--- src/rtl/ecc_pkg.sv ---
package ecc_pkg;
    localparam int COL_W  = 3;
    localparam int ROW_W  = 9;
    localparam int HALF_W = COL_W + ROW_W;
    localparam int CODE_W = 2 * HALF_W;

    typedef enum logic [1:0] {
        FIX_NONE = 2'd0,
        FIX_DATA = 2'd1,
        FIX_CODE = 2'd2,
        FIX_BAD  = 2'd3
    } fix_e;
endpackage

--- src/rtl/ecc_sector_ctx.sv ---
module ecc_sector_ctx
    import ecc_pkg::*;
#(
    parameter int SECTOR_BYTES = 512
) (
    input  logic              clk,
    input  logic              rst_n,
    input  logic              start_i,
    input  logic              clear_i,
    input  logic              byte_en_i,
    input  logic [7:0]        byte_i,
    output logic [CODE_W-1:0] code_o
);
    localparam int CNT_W = $clog2(SECTOR_BYTES + 1);

    typedef struct packed {
        logic              armed;
        logic [CNT_W-1:0]  cnt;
        logic [HALF_W-1:0] hi;
        logic [HALF_W-1:0] lo;
    } ctx_t;

    ctx_t              ctx_d, ctx_q;
    logic [ROW_W-1:0]  row_d;
    logic [HALF_W-1:0] pos_d;
    logic              take_d;

    always_comb begin
        ctx_d  = ctx_q;
        row_d  = ROW_W'(ctx_q.cnt);
        pos_d  = '0;
        take_d = byte_en_i && ctx_q.armed && (ctx_q.cnt < CNT_W'(SECTOR_BYTES));
        if (take_d) begin
            for (int b = 0; b < 8; b++) begin
                if (byte_i[b]) begin
                    pos_d    = {row_d, COL_W'(b)};
                    ctx_d.hi = ctx_d.hi ^ pos_d;
                    ctx_d.lo = ctx_d.lo ^ ~pos_d;
                end
            end
            ctx_d.cnt = ctx_q.cnt + CNT_W'(1);
        end
        if (start_i || clear_i) begin
            ctx_d.hi    = '0;
            ctx_d.lo    = '0;
            ctx_d.cnt   = '0;
            ctx_d.armed = start_i;
        end
    end

    always_ff @(posedge clk) begin
        if (!rst_n) ctx_q <= '0;
        else        ctx_q <= ctx_d;
    end

    assign code_o = ~{ctx_q.hi, ctx_q.lo};

    assert_wipe_R3: assert property (@(posedge clk) disable iff (!rst_n)
        (start_i || clear_i) |=> (code_o == '1));
    assert_arm_R3: assert property (@(posedge clk) disable iff (!rst_n)
        start_i |=> ctx_q.armed);
    assert_idle_R4: assert property (@(posedge clk) disable iff (!rst_n)
        (!ctx_q.armed && !start_i && !clear_i) |=> $stable(code_o));
    assert_bound_R5: assert property (@(posedge clk) disable iff (!rst_n)
        ctx_q.cnt <= CNT_W'(SECTOR_BYTES));
    assert_full_R5: assert property (@(posedge clk) disable iff (!rst_n)
        (ctx_q.cnt == CNT_W'(SECTOR_BYTES) && !start_i && !clear_i) |=> $stable(code_o));
    assert_disarm_R6: assert property (@(posedge clk) disable iff (!rst_n)
        (clear_i && !start_i) |=> !ctx_q.armed);
endmodule

--- src/rtl/ecc_code_fix.sv ---
module ecc_code_fix
    import ecc_pkg::*;
#(
    parameter int SECTOR_BYTES = 512
) (
    input  logic              clk,
    input  logic              rst_n,
    input  logic              check_i,
    input  logic [CODE_W-1:0] stored_i,
    input  logic [CODE_W-1:0] calc_i,
    output logic              valid_o,
    output logic [1:0]        status_o,
    output logic [ROW_W-1:0]  byte_o,
    output logic [COL_W-1:0]  bit_o
);
    typedef struct packed {
        logic             valid;
        fix_e             status;
        logic [ROW_W-1:0] offs;
        logic [COL_W-1:0] bidx;
    } fix_t;

    fix_t              fix_d, fix_q;
    logic [CODE_W-1:0] diff_d;
    logic [HALF_W-1:0] syn_d;
    logic [ROW_W-1:0]  offs_d;

    always_comb begin
        fix_d       = fix_q;
        fix_d.valid = check_i;
        diff_d      = calc_i ^ stored_i;
        syn_d       = diff_d[HALF_W-1:0] ^ diff_d[CODE_W-1:HALF_W];
        offs_d      = diff_d[CODE_W-1:CODE_W-ROW_W];
        if (check_i) begin
            fix_d.offs = '0;
            fix_d.bidx = '0;
            if (diff_d == '0) begin
                fix_d.status = FIX_NONE;
            end else if (syn_d == '1) begin
                if (32'(offs_d) < SECTOR_BYTES) begin
                    fix_d.status = FIX_DATA;
                    fix_d.offs   = offs_d;
                    fix_d.bidx   = diff_d[HALF_W+COL_W-1:HALF_W];
                end else begin
                    fix_d.status = FIX_BAD;
                end
            end else if ($onehot(diff_d)) begin
                fix_d.status = FIX_CODE;
            end else begin
                fix_d.status = FIX_BAD;
            end
        end
    end

    always_ff @(posedge clk) begin
        if (!rst_n) fix_q <= '{valid: 1'b0, status: FIX_NONE, offs: '0, bidx: '0};
        else        fix_q <= fix_d;
    end

    assign valid_o  = fix_q.valid;
    assign status_o = fix_q.status;
    assign byte_o   = fix_q.offs;
    assign bit_o    = fix_q.bidx;

    assert_result_R8: assert property (@(posedge clk) disable iff (!rst_n)
        check_i |=> valid_o);
    assert_noresult_R8: assert property (@(posedge clk) disable iff (!rst_n)
        !check_i |=> !valid_o);
    assert_range_R9: assert property (@(posedge clk) disable iff (!rst_n)
        (valid_o && status_o == 2'(FIX_DATA)) |-> (32'(byte_o) < SECTOR_BYTES));
    assert_codeonly_R10: assert property (@(posedge clk) disable iff (!rst_n)
        (valid_o && status_o == 2'(FIX_CODE)) |-> (byte_o == '0 && bit_o == '0));
    assert_bad_R11: assert property (@(posedge clk) disable iff (!rst_n)
        (valid_o && status_o == 2'(FIX_BAD)) |-> (byte_o == '0 && bit_o == '0));
endmodule

--- src/rtl/sector_hamming_ecc.sv ---
module sector_hamming_ecc
    import ecc_pkg::*;
#(
    parameter int NUM_CS       = 4,
    parameter int SECTOR_BYTES = 512,
    parameter int CS_W         = (NUM_CS > 1) ? $clog2(NUM_CS) : 1
) (
    input  logic              clk,
    input  logic              rst_n,
    input  logic [NUM_CS-1:0] start_mask,
    input  logic              byte_valid,
    input  logic [CS_W-1:0]   byte_cs,
    input  logic [7:0]        byte_data,
    input  logic [CS_W-1:0]   code_cs,
    input  logic              code_clear,
    output logic [23:0]       code_out,
    input  logic              check_valid,
    input  logic [23:0]       stored_code,
    input  logic [23:0]       calc_code,
    output logic              fix_valid,
    output logic [1:0]        fix_status,
    output logic [8:0]        fix_byte,
    output logic [2:0]        fix_bit
);
    logic [CODE_W-1:0] ctx_code [NUM_CS];

    for (genvar k = 0; k < NUM_CS; k++) begin : g_ctx
        logic en_k, clr_k;
        assign en_k  = byte_valid && (byte_cs == CS_W'(k));
        assign clr_k = code_clear && (code_cs == CS_W'(k));

        ecc_sector_ctx #(.SECTOR_BYTES(SECTOR_BYTES)) u_ctx (
            .clk       (clk),
            .rst_n     (rst_n),
            .start_i   (start_mask[k]),
            .clear_i   (clr_k),
            .byte_en_i (en_k),
            .byte_i    (byte_data),
            .code_o    (ctx_code[k])
        );
    end

    always_comb begin
        code_out = '1;
        for (int k = 0; k < NUM_CS; k++) begin
            if (code_cs == CS_W'(k)) code_out = ctx_code[k];
        end
    end

    ecc_code_fix #(.SECTOR_BYTES(SECTOR_BYTES)) u_fix (
        .clk      (clk),
        .rst_n    (rst_n),
        .check_i  (check_valid),
        .stored_i (stored_code),
        .calc_i   (calc_code),
        .valid_o  (fix_valid),
        .status_o (fix_status),
        .byte_o   (fix_byte),
        .bit_o    (fix_bit)
    );

    assert_clearview_R7: assert property (@(posedge clk) disable iff (!rst_n)
        (code_clear && !start_mask[code_cs] && !$isunknown(code_cs)) |=>
            (code_out == '1 || code_cs != $past(code_cs)));
endmodule

--- config.mk ---
export PLATFORM = sky130hd
export DESIGN_NAME = sector_hamming_ecc
export DESIGN_NICKNAME = d
export VERILOG_FILES = /design/src/rtl/ecc_pkg.sv /design/src/rtl/ecc_sector_ctx.sv /design/src/rtl/ecc_code_fix.sv /design/src/rtl/sector_hamming_ecc.sv
export SDC_FILE = /design/constraint.sdc
export NUM_CORES = 1
export LEC_CHECK = 0
export BUFFER_PORTS_ARGS = -buffer_cell sky130_fd_sc_hd__buf_2
export CORE_ASPECT_RATIO = 1.5
export CORE_UTILIZATION = 53
export DETAILED_ROUTE_END_ITERATION = 10
export GPL_TIMING_DRIVEN = 0
export MAX_ROUTING_LAYER = met4
export PLACE_DENSITY_LB_ADDON = 0.05
export SYNTH_ARGS = -nofsm -noshare
export SYNTH_HDL_FRONTEND = slang
export SYNTH_SLANG_ARGS = --single-unit
--- constraint.sdc ---
create_clock -name clk -period 5.1 [get_ports clk]
set_input_delay 0.51 -clock clk [delete_from_list [all_inputs] [get_ports clk]]
set_output_delay 0.51 -clock clk [all_outputs]
set_load 0.05 [all_outputs]
# Yosys cells after proc, flatten, opt, wreduce, memory -nomap -nowiden
# Cells that the tools add are included.
# W data, S select, Z words.
# classes
addsub	27
order_cmp	4
n_eq_ne	8
n_mux	69
bitwise_logic	103
reduce_logical	27
# ops
cell	n
$mux W24	64
$xor A12 B12 Y12	65
$not A12 Y12	32
$not A24 Y24	4
$add A5 B5 Y5	11
$add A10 B1 Y10 const B	4
$lt A10 B10 Y1 const B	4
$add A1 B1 Y2	12
$logic_not A24 Y1	1
$mux W12	2
$xor A24 B24 Y24	1
$logic_and A1 B1 Y1	16
$eq A12 B12 Y1 const B	1
$eq A2 B2 Y1 const B	4
$reduce_or A2 Y1	4
$eq A5 B1 Y1 const B	1
$eq A2 B1 Y1 const B	2
$logic_not A2 Y1	2
$logic_or A1 B1 Y1	4
$mux W2	2
$mux W1	1
$not A1 Y1	1
# word_totals
ff_bits	155
wordCells	258

# Logic depth before layout (Yosys ltp)
# Gate-level depths: netlist of the first run.
# depth
depth_word	25
depth_mapped	18

# Hierarchy
# A second synthesis of the first run with hierarchy kept.
# unflattened
cells_unflattened	1036
area_unflattened_um2	8961.1
# by_module_without_submodules
mod	n_inst	cells_per_inst	area_each_um2
ecc_sector_ctx	4	207	1652.8
ecc_code_fix	1	170	1666.6
sector_hamming_ecc	1	38	683.2

# Least setup slack after synthesis of the first run
# OpenSTA, ideal clock, no wires.
# synth_timing
path_kind	input port to flip-flop
start	input stored_code[21]
end	register u_fix.fix_q (netlist bit u_fix.status_o[0])
setup_ns	0.122
arrival_time_ns	4.717
path_slack_ns	0.261
cell_stages	18
path_buffers	0
path_cell_list	xnor2_1 > inv_1 > ha_1 > inv_1 > fa_1 > fa_1 > inv_1 > fa_1 > inv_1 > fa_1 > fa_1 > inv_1 > ha_1 > fa_1 > nor3_1 > a31oi_1 > o21ai_0 > nand3_1
# synth_between
elab_chain_cells	9
# synth_lines
item	line_no	text
from (decl)	sector_hamming_ecc.sv:18	input logic [23:0] stored_code,
$xor A24 B24 Y24 (*)	ecc_code_fix.sv:31	diff_d = calc_i ^ stored_i;
$add A1 B1 Y2 (implied by the code)	ecc_code_fix.sv:47	end else if ($onehot(diff_d)) begin
$add A5 B5 Y5 (implied by the code) (3 in series)	ecc_code_fix.sv:47	
$eq A5 B1 Y1	ecc_code_fix.sv:47	
$mux W1	ecc_code_fix.sv:47	
$mux W2	ecc_code_fix.sv:39	end else if (syn_d == '1) begin
$mux W2 (*)	ecc_code_fix.sv:37	if (diff_d == '0) begin
to (signal assigned)	ecc_code_fix.sv:56	if (!rst_n) fix_q <= '{valid: 1'b0, status: FIX_NONE, offs: '0, bidx: '0};
to (signal assigned)	ecc_code_fix.sv:57	else fix_q <= fix_d;
to (decl)	ecc_code_fix.sv:23	fix_t fix_d, fix_q;
# Mark *: on every way between the ends. The rest lies on a longest branch, timed or not.
# A chain may end at the register's enable or synchronous reset.

# Worst setup path in the final report of the first run
# layout_timing
start	input stored_code[12]
end	register u_fix.fix_q (netlist bit u_fix.status_o[0])
# layout_between
elab_chain_cells	10
# layout_lines
item	line_no
$xor A24 B24 Y24 (*)	ecc_code_fix.sv:31
$add A1 B1 Y2 (implied by the code)	ecc_code_fix.sv:47
$add A5 B5 Y5 (implied by the code) (4 in series)	ecc_code_fix.sv:47
$eq A5 B1 Y1	ecc_code_fix.sv:47
$mux W1	ecc_code_fix.sv:47
$mux W2	ecc_code_fix.sv:39
$mux W2 (*)	ecc_code_fix.sv:37
# Marked as above.

==> results of run 1 <==
## Yosys cell counts (5+ instances only)
master	count	area [um2]
clkbuf_1	47	176
o21ai_0	73	365
nor2b_1	6	37.5
nand4_1	21	131
and2_1	9	56.3
mux4_2	24	541
xor2_1	17	149
xnor2_1	58	508
or3_1	59	369
o31ai_1	44	330
nor2_1	40	150
nand3b_1	7	52.6
nand2_1	64	240
ha_1	34	425
a21oi_1	112	561
nor3_1	5	25.0
dfxtp_1	155	3100
and3_1	6	37.5
inv_1	87	327
fa_1	19	380
or4_1	43	323
## metrics by stage
stage / setup slack (ps) / cells / instance area, um2 / power [uW] / TNS, ps
3_3_place_gp: -378 / 1270 / 9310 / 2600 / -378
3_5_place_dp: -398 / 1270 / 9310 / 2640 / -398
2_1_floorplan: 261 / 962 / 8530 / 2240 / 0
6_report: 275 / 1300 / 10000 / 3890 / 0
5_1_grt: 8.64 / 1300 / 10000 / 4170 / 0
4_1_cts: 36.7 / 1300 / 9910 / 3930 / 0
## state kept, by name (all words and copies together) (netlist names)
register           flops
u_fix.valid_o          1
u_fix.byte_o           9
g_ctx.u_ctx.ctx_q    140
u_fix.bit_o            3
u_fix.status_o         2
## layer usage
| metal | part of all wire, % | wire [um] | up-vias |
|---|---|---|---|
| met1 | 37 | 9150 | 3651 |
| met3 | 4.7 | 1160 | 103 |
| met2 | 49 | 12200 | 321 |
| met4 | 8.7 | 2160 | 0 |
| li1 | - | - | 3653 |
| met5 | 0 | 0 | - |
## worst paths after layout
path	endpoint	depth (start not counted)	from	slack, ps
max	u_fix.status_o[0]	19	stored_code[12]	270
min	u_fix.status_o[1]	2	check_valid	310
max reg2reg	g_ctx[0].u_ctx.ctx_q[18]	6	g_ctx[0].u_ctx.ctx_q[33]	2660
min reg2reg	u_fix.bit_o[0]	2	u_fix.bit_o[0]	450
## what timing repair did
item / 4_1_cts / 5_1_grt
gates resized for setup: 0 / 13
buffers inserted: 0 / 0
setup endpoints to repair: 0 / 1
## power groups by stage
| stage | sequential (uW) | combinational (uW) | clock, uW |
|---|---|---|---|
| floorplan | 1270 | 966 | 0 |
| global placement | 1260 | 1350 | 0 |
| detailed placement | 1260 | 1380 | 0 |
| CTS | 1230 | 1390 | 1310 |
| global route | 1230 | 1570 | 1370 |
| finish | 1230 | 1370 | 1300 |
## final cells by class
class                           instances  area share [%]
Inverter                               87            3.26
Clock inverter                         10            1.44
Tap cell                              203            2.54
Buffer                                 58            2.41
Timing Repair Buffer                  105            5.25
Multi-Input combinational cell        662            49.6
Sequential cell                       155            31.0
Clock buffer                           20            4.56
## critical path, cell delays in order
cell and delay, ps:
buf_2 110, xnor2_2 360, inv_1 100, ha_1 290, inv_1 50, fa_1 500, fa_1 490, inv_1 50
fa_1 380, inv_1 80, fa_1 430, fa_1 480, inv_1 40, ha_1 210, fa_1 450, nor3_1 190
a31oi_1 110, o21ai_0 210, nand3_1 90
## logic make-up (layout without fill, tap and decap cells)
| family | Yosys count | after routing | synth area share [%] |
|---|---|---|---|
| compound gates | 234 | 234 | 15.1 |
| xor+xnor | 78 | 78 | 8.27 |
| fa+ha+maj | 53 | 53 | 9.45 |
| buf+inv | 145 | 280 | 6.66 |
| flops | 155 | 155 | 36.4 |
| mux | 24 | 24 | 6.34 |
| simple gates | 273 | 273 | 17.8 |
==> results.md, run 1 <==
* Crit path kind: in2reg
* H-tree depth at 4
* Maxcap violations at 0
* Class of the worst hold path: in2reg
* Maximum achievable frequency at 207 MHz
* Fill cell count at approximately 1,400
* CP Launch Type: input pin
* RSZ-0062 raised after global routing: no
* PwrDens at approximately 390 nW/um2
* Comb pwr share at between 30% and 40%
* Clock power frac at 33.3%
* M2 GR Usage at between 50% and 60%
* Die X at ~110 um
* Max Root-Sink Buffers at 2
* Initial drt markers at between 400 and 500
* Die H at 157 um
* Final setup violation count at 0
* GRT Util Overall at a little under a third
* Antenna violations before repair at 0
* Number of vias per cell at a little under 6
* DRT Wirelength at about 25,000 um
* LEAKAGE at around 0.0036 uW
* Remaining global-route overflow at 0
* Final hold vios at 0
* Core Footprint at between 15,000 and 20,000 um2
* N_diodes at 0
* Final core occ at 63.8%
* Ys Warns at 0
* Fin crit period at 4830 ps
* Synth Area per Inst at 8.87 um2
* Layout area overhead at 17.4%
* Num CTS Buffers at 17
* Peak supply drop at approximately 430 uV
* Nets at between 1,000 and 1,500
* Final slew viol count at 0
* Pin count of the biggest net entering global routing at 17
* CTS tree: yes
* Worst endpoint data arrival time at roughly 5100 ps
* DIE AREA at 16,600 um2
* First-pass GRT wire length at between 30,000 and 40,000 um
* Switching part of the total at 34.9%
* Outcome: complete, no violations
* Slew margin rel. at between 40% and 50%
* PortBufs at about 110
* Worst-path clk slew at roughly 60 ps
* P_sw at around 1400 uW
* CP Capture Type: flop
* Routability cong. at ~0.93
* Global route hottest layer: met2
* Skew-Pair Late Insertion Delay at about 430 ps
* Mapped Area at between 8000 and 9000 um2
* Register area at slightly above 3000 um2
* Sinks on Clock Net at around 160
* Clock Skews at 8.74 ps
* Post-DP HPWL at 19,100 um
* Critical path peak fanout at 4
* Initial Utilization at 54.3%
* Int Power at about 2500 uW
* Slew @ Worst Pin at ~840 ps
* Layout cells sized above 1 at ~17%
* Root Buffer Master: clkbuf_16
* M3 GR Usage at 4.47%
* EDFF count, synth at 0
* DR vias at between 7,000 and 8,000
* Asr flop ratio synth at 0%
* Wire per inst at 19.0 um
* Placement Rows at between 50 and 60
* Final worst-path cycle share at a little over nine tenths
* Yosys reg bits at 155
* Multi-input logic area at a little under 5000 um2
* Residual DRC at 0
* M1 GR Usage at approximately a third
* Register area share after synthesis at a little over a third
* Detailed-router iteration count before antenna repair at 5
* Flop pwr share at around a third
* CP required at ~5400 ps
* Mapped Nets at roughly 1,100
* Most common cell after layout, fill and taps aside: dfxtp_1
* Hold Buf Count CTS at 0
* Top FF cell, synth: dfxtp_1
* IO Count at 108
* Synth cell types at 36
* Commonest cells after routing, fill and taps aside: dfxtp_1 (155), a21oi_1 (112), buf_2 (108), inv_1 (87), o21ai_0 (73)
* Post-route ant nets at 0
* Number of global-route vias before repair at 7,367
* Hold_ws at about 310 ps
* Syn Inst Count at 962
No activity file was read; power rests on OpenSTA's default activity.
==> run 2, diff against run 1 <==
- CORE_UTILIZATION: 53 -> 43
- CTS_BUF_LIST: not set -> sky130_fd_sc_hd__clkbuf_4
==> run 2 against run 1 <==
Compared with the run above:
- register-to-register slack lost 30 ps
- largest power group unchanged
- global-route usage fell by 4.3 points
- utilization is 14 points lower
- flip-flop and latch count stayed put
==> results.md, run 2 (synthesis results as in run 1) <==
* Biggest register: g_ctx.u_ctx.ctx_q (unchanged)
* Hold Buf Count CTS at 0 (unchanged)
* R2R depth at 6 (unchanged)
* Highest metal used: met4 (unchanged)
* Final worst-path cycle share at 94.6% (about the same)
* Max Root-Sink Buffers at 2 (unchanged)
* DR vias at 7,559 (was 7,728)
* Post-DP HPWL at 20,300 um (was 19,100 um)
* Skew-Pair Late Insertion Delay at 600 ps (was 430 ps)
* Residual DRC at 0 (unchanged)
* Number of vias per cell at 5.57 (was 5.94)
* LEAKAGE at 0.00336 uW (was 0.00356 uW)
* Crit path kind: in2reg (unchanged)
* Root Buffer Master: clkbuf_4 (was clkbuf_16)
* Metal-1 WL at 10,000 um (was 9150 um)
* CP Launch Type: input pin (unchanged)
* Fill cell count at 1,957 (was 1,427)
* PortBufs at 105 (unchanged)
* Num CTS Buffers at 17 (unchanged)
* Pin count of the biggest net entering global routing at 17 (unchanged)
* Maxcap violations at 0 (unchanged)
* Post-Layout Cell Count at 1,356 (was 1,300)
* Reg-to-reg endpoint: g_ctx[0].u_ctx.ctx_q[18] (unchanged)
* PwrDens at 342 nW/um2 (was 389 nW/um2)
* Hold_ws at 119 ps (was 309 ps)
* Commonest cells after routing, fill and taps aside: dfxtp_1 (155), a21oi_1 (112), buf_2 (108), inv_1 (87), o21ai_0 (73) (unchanged)
* Maximum achievable frequency at 207 MHz (about the same)
* Number of global-route vias before repair at 7,324 (was 7,367)
* Remaining global-route overflow at 0 (unchanged)
* Max reg flops at 140 (unchanged)
* Initial Utilization at 44.2% (was 54.3%)
* Peak supply drop at 372 uV (was 433 uV)
* Routed wl met2 at 13,800 um (was 12,200 um)
* Most common cell after layout, fill and taps aside: dfxtp_1 (unchanged)
* CP Capture Type: flop (unchanged)
* Antenna violations before repair at 1 (was 0)
* Slack of the critical path at 274 ps (was 275 ps)
* Routability cong. at 0.930 (was 0.925)
* Sinks on Clock Net at 155 (unchanged)
* Resize count post-CTS at 0 (unchanged)
* Detailed-router iteration count before antenna repair at 5 (unchanged)
* Class of the worst hold path: in2reg (unchanged)
* Slew @ Worst Pin at 938 ps (was 842 ps)
* Layout cells sized above 1 at 15.7% (was 16.7%)
* CP required at 5610 ps (was 5420 ps)
* Initial drt markers at 434 (was 459)
* Layout area overhead at 13.1% (was 17.4%)
* DRT Wirelength at 25,900 um (was 24,700 um)
* H-tree depth at 4 (unchanged)
* Die X at 117 um (was 106 um)
* Core Footprint at 19,300 um2 (was 15,700 um2)
* Outcome: complete, no violations (unchanged)
* Nets at 1,208 (unchanged)
* R2r startpoint: g_ctx[0].u_ctx.ctx_q[33] (unchanged)
* Clock Skews at 21.9 ps (was 8.74 ps)
* Met3 wire length at 928 um (was 1160 um)
* Placement Rows at 62 (was 56)
* Worst hold path depth at 2 (unchanged)
* RSZ-0062 raised after global routing: no (unchanged)
* Final slew viol count at 0 (unchanged)
* Pre-CTS WS at -457 ps (was -398 ps)
* Final hold vios at 0 (unchanged)
* Register area at 3100 um2 (unchanged)
* Fin crit period at 4830 ps (about the same)
* GRT Util Overall at 27.7% (was 32.0%)
* Critical path peak fanout at 4 (unchanged)
* Multi-input logic area at 4870 um2 (was 4960 um2)
* Worst endpoint data arrival time at 5340 ps (was 5140 ps)
* Final core occ at 49.9% (was 63.8%)
* Slew margin rel. at 37.5% (was 43.9%)
* Final setup violation count at 0 (unchanged)
* IO Count at 108 (unchanged)
* Worst-path clk slew at 140 ps (was 60 ps)
* WHS Endpoint: u_fix.status_o[1] (unchanged)
* Placed cell count at 1,323 (was 1,270)
* CTS tree: yes (unchanged)
* Post-route ant nets at 0 (unchanged)
* Register-to-Register Setup Slack at 2630 ps (was 2660 ps)
* DIE AREA at 20,400 um2 (was 16,600 um2)
* Post-route cell area at 9650 um2 (was 10,000 um2)
* First-pass GRT wire length at 40,400 um (was 38,600 um)
* Wire per inst at 19.1 um (was 19.0 um)
* Post-CTS Setup Inserts at 0 (unchanged)
* Placed inst area at 9380 um2 (was 9310 um2)
* Hold path startpoint: check_valid (unchanged)
* Die H at 174 um (was 157 um)
[run 2: critical path: stages]
cell     delay [ps]
buf_2           100
xnor2_1         500
inv_1           110
ha_1            300
inv_1            50
fa_1            500
fa_1            520
inv_1            50
fa_1            420
inv_1            80
fa_1            430
fa_1            490
inv_1            40
ha_1            210
fa_1            450
nor3_1          190
a31oi_1         100
o21ai_0         210
nand3_1          90
[run 2: cell type report]
class | instances | area share [%]
buffer | 58 | 2.50
tap | 256 | 3.32
sequential | 155 | 32.2
clock buffer | 18 | 1.40
antenna | 1 | 0.0259
clock inverter | 14 | 1.31
multi-input combinational | 662 | 50.4
timing repair buffer | 105 | 5.45
inverter | 87 | 3.39
[run 2: how the worst max path moves through the flow]
stage | from | to | slack (ps) | cells after the start
finish | stored_code[21] | u_fix.status_o[0] | 270 | 19
floorplan | stored_code[21] | u_fix.status_o[0] | 260 | 18
detailed placement | stored_code[20] | u_fix.status_o[0] | -460 | 19
CTS | stored_code[20] | u_fix.status_o[0] | 190 | 19
global route | stored_code[13] | u_fix.status_o[0] | 20 | 19
global placement | stored_code[20] | u_fix.status_o[0] | -420 | 19
[run 2: power breakdown]
| part | internal, uW | switching, uW | leakage (uW) |
|---|---|---|---|
| logic | 515 | 839 | 0.00197 |
| clock network | 247 | 471 | 0.000135 |
| registers | 1220 | 9.39 | 0.00125 |
| total | 1980 | 1320 | 0.00336 |
[run 2: stage by stage]
stage	power, uW	setup TNS, ps
after detailed placement	2660	-457
after global routing	3580	0
final	3300	0
after CTS	3370	0
after global placement	2640	-418
after floorplan	2240	0
[run 2: routing by layer]
metal | up-vias | GRT usage [%]
met5 | - | -
met2 | 208 | 48.7
met3 | 58 | 4.32
met1 | 3635 | 29.8
li1 | 3658 | -
met4 | 0 | 13.1
==> run 3, diff against run 2 <==
- CORE_ASPECT_RATIO: 1.5 -> 1.75
==> run 3 against run 2 <==
Compared with the run above:
- hold slack got worse by 17 ps
- register-to-register slack lost 80 ps
- global-route usage about the same
- worst setup slack gained 20 ps
- final cell count down 1.1%
- critical path type unchanged
- largest cell class unchanged
- clock-buffer cell count is the same
- maximum frequency increased by 0.42%
- die area about the same
- via count about the same
- utilization is 0.34 points higher
- largest power group unchanged
- critical endpoint unchanged
- first-iteration DRC count fell by 16%
==> results.md, run 3 (synthesis results as in run 1) <==
* Outcome: complete, no violations (unchanged)
* Commonest cells after routing, fill and taps aside: dfxtp_1 (155), a21oi_1 (112), buf_2 (108), inv_1 (87), o21ai_0 (73) (unchanged)
* Skew-Pair Late Insertion Delay at 610 ps (was 600 ps)
* Crit path kind: in2reg (unchanged)
* Routability cong. at 0.844 (was 0.930)
* Hold_ws at 102 ps (was 119 ps)
* Most common cell after layout, fill and taps aside: dfxtp_1 (unchanged)
* Pin count of the biggest net entering global routing at 17 (unchanged)
* Sinks on Clock Net at 155 (unchanged)
* Post-CTS Setup Inserts at 0 (unchanged)
* Routed wl met2 at 14,100 um (was 13,800 um)
* DR vias at 7,552 (was 7,559)
* Class of the worst hold path: in2reg (unchanged)
* Final core occ at 50.3% (was 49.9%)
* Wire per inst at 19.7 um (was 19.1 um)
* Slew margin rel. at 41.5% (was 37.5%)
* Critical path peak fanout at 4 (unchanged)
* Core Footprint at 19,300 um2 (about the same)
* Final worst-path cycle share at 94.2% (was 94.6%)
* Biggest register: g_ctx.u_ctx.ctx_q (unchanged)
* Power Total at 3490 uW (was 3300 uW)
* Crit-path leading delay family: adder cells (unchanged)
* Residual DRC at 0 (unchanged)
* Pre-CTS WS at -486 ps (was -457 ps)
* Number of vias per cell at 5.63 (was 5.57)
* Number of global-route vias before repair at 7,323 (was 7,324)
* Met3 wire length at 948 um (was 928 um)
* Placed cell count at 1,308 (was 1,323)
* Worst path slowest cell: fa_1 (unchanged)
* Slew @ Worst Pin at 877 ps (was 938 ps)
* Cells along the critical path: buf_2, xnor2_1, inv_1, ha_1, inv_1, fa_1, fa_1, inv_1, fa_1, inv_1, fa_1, fa_1, inv_1, ha_1, fa_1, nor3_1, a31oi_1, o21ai_0, nand3_1 (unchanged)
* GRT Util Overall at 27.7% (about the same)
* First-pass GRT wire length at 40,200 um (was 40,400 um)
* Worst-path clk slew at 140 ps (about the same)
* CP required at 5610 ps (about the same)
* Max reg flops at 140 (unchanged)
* Post-Layout Cell Count at 1,341 (was 1,356)
* Slack of the critical path at 294 ps (was 274 ps)
* Layout area overhead at 13.7% (was 13.1%)
* CP Launch Type: input pin (unchanged)
* Highest metal used: met4 (unchanged)
* Peak supply drop at 358 uV (was 372 uV)
* CTS tree: yes (unchanged)
* Layout cells sized above 1 at 15.8% (was 15.7%)
* Max incr delay on CP at 510 ps (was 520 ps)
* Post-route ant nets at 0 (unchanged)
* Metal-1 WL at 9560 um (was 10,000 um)
* RSZ-0062 raised after global routing: no (unchanged)
* CP Capture Type: flop (unchanged)
* Fill cell count at 1,926 (was 1,957)
* IO Count at 108 (unchanged)
* Hold Buf Count CTS at 0 (unchanged)
* Num CTS Buffers at 17 (unchanged)
* Die X at 108 um (was 117 um)
* Maxcap violations at 0 (unchanged)
* Post-DP HPWL at 20,800 um (was 20,300 um)
* Final setup violation count at 0 (unchanged)
* Final slew viol count at 0 (unchanged)
* Fin crit period at 4810 ps (was 4830 ps)
* Max Root-Sink Buffers at 2 (unchanged)
* DRT Wirelength at 26,400 um (was 25,900 um)
* Resize count post-CTS at 0 (unchanged)
* Maximum achievable frequency at 208 MHz (was 207 MHz)
* Placement Rows at 67 (was 62)
* DIE AREA at 20,400 um2 (about the same)
* Final hold vios at 0 (unchanged)
* Remaining global-route overflow at 0 (unchanged)
* Root Buffer Master: clkbuf_4 (unchanged)
* Die H at 188 um (was 174 um)
* Clock Skews at 27.1 ps (was 21.9 ps)
* PortBufs at 105 (unchanged)
* PwrDens at 360 nW/um2 (was 342 nW/um2)
* Nets at 1,208 (unchanged)
* Antenna violations before repair at 1 (unchanged)
* Worst endpoint data arrival time at 5310 ps (was 5340 ps)
* Critical path buffer and inverter count at 6 (unchanged)
* LEAKAGE at 0.00339 uW (was 0.00336 uW)
* Initial drt markers at 364 (was 434)
* Initial Utilization at 44.2% (about the same)
* H-tree depth at 4 (unchanged)
* Most frequent cell on the critical path: fa_1 (unchanged)
* Detailed-router iteration count before antenna repair at 5 (unchanged)
==> run 3: cell types whose count changed in the layout (fill, tap and decap cells not counted), sizes merged <==
cell      delta
bufinv       +3
clkinv       -5
clkinvlp     +1
diode        +1
==> run 3: worst reg2reg max path, stage by stage, from the launching register on <==
cell and delay [ps]:
dfxtp_1 330, nor4bb_1 670, nand2_1 390, clkbuf_1 330, clkbuf_1 320, o31ai_1 280, a21oi_1 100
==> run 3: path summary, 6_finish.rpt <==
path	slack, ps	to	start	cells past startpoint
setup / recovery	290	u_fix.status_o[0]	stored_code[12]	19
hold / removal	100	u_fix.status_o[1]	check_valid	2
setup reg to reg	2550	g_ctx[2].u_ctx.ctx_q[4]	g_ctx[2].u_ctx.ctx_q[33]	6
hold reg to reg	470	u_fix.byte_o[7]	u_fix.byte_o[7]	2
==> run 3: layer usage <==
metal | global-route usage [%] | up-vias
li1 | - | 3644
met1 | 27.2 | 3574
met2 | 49.7 | 252
met3 | 3.80 | 82
met4 | 17.9 | 0
met5 | - | -
==> run 3: cell type report <==
class,instances,area (um2),area share [%]
diodes,2,5.00,0.0516
clock inverters,13,176,1.82
multi-input cells,662,4880,50.3
repair buffers,105,526,5.42
well taps,241,302,3.11
flip-flops and latches,155,3100,32.0
clock buffers,18,135,1.39
plain buffers,58,241,2.49
inverters,87,327,3.37
==> run 3: power breakdown <==
| group | internal, uW | leakage, uW | switching (uW) |
|---|---|---|---|
| clock network | 386 | 0.000157 | 461 |
| registers | 1220 | 0.00125 | 9.82 |
| logic | 527 | 0.00198 | 880 |
| total | 2140 | 0.00339 | 1350 |
==> run 3: per-stage QoR <==
| step | TNS [ps] | area (um2) |
|---|---|---|
| detailed placement | -486 | 9360 |
| CTS | 0 | 9670 |
| global placement | -445 | 9360 |
| floorplan | 0 | 8530 |
| global route | 0 | 9690 |
| finish | 0 | 9700 |
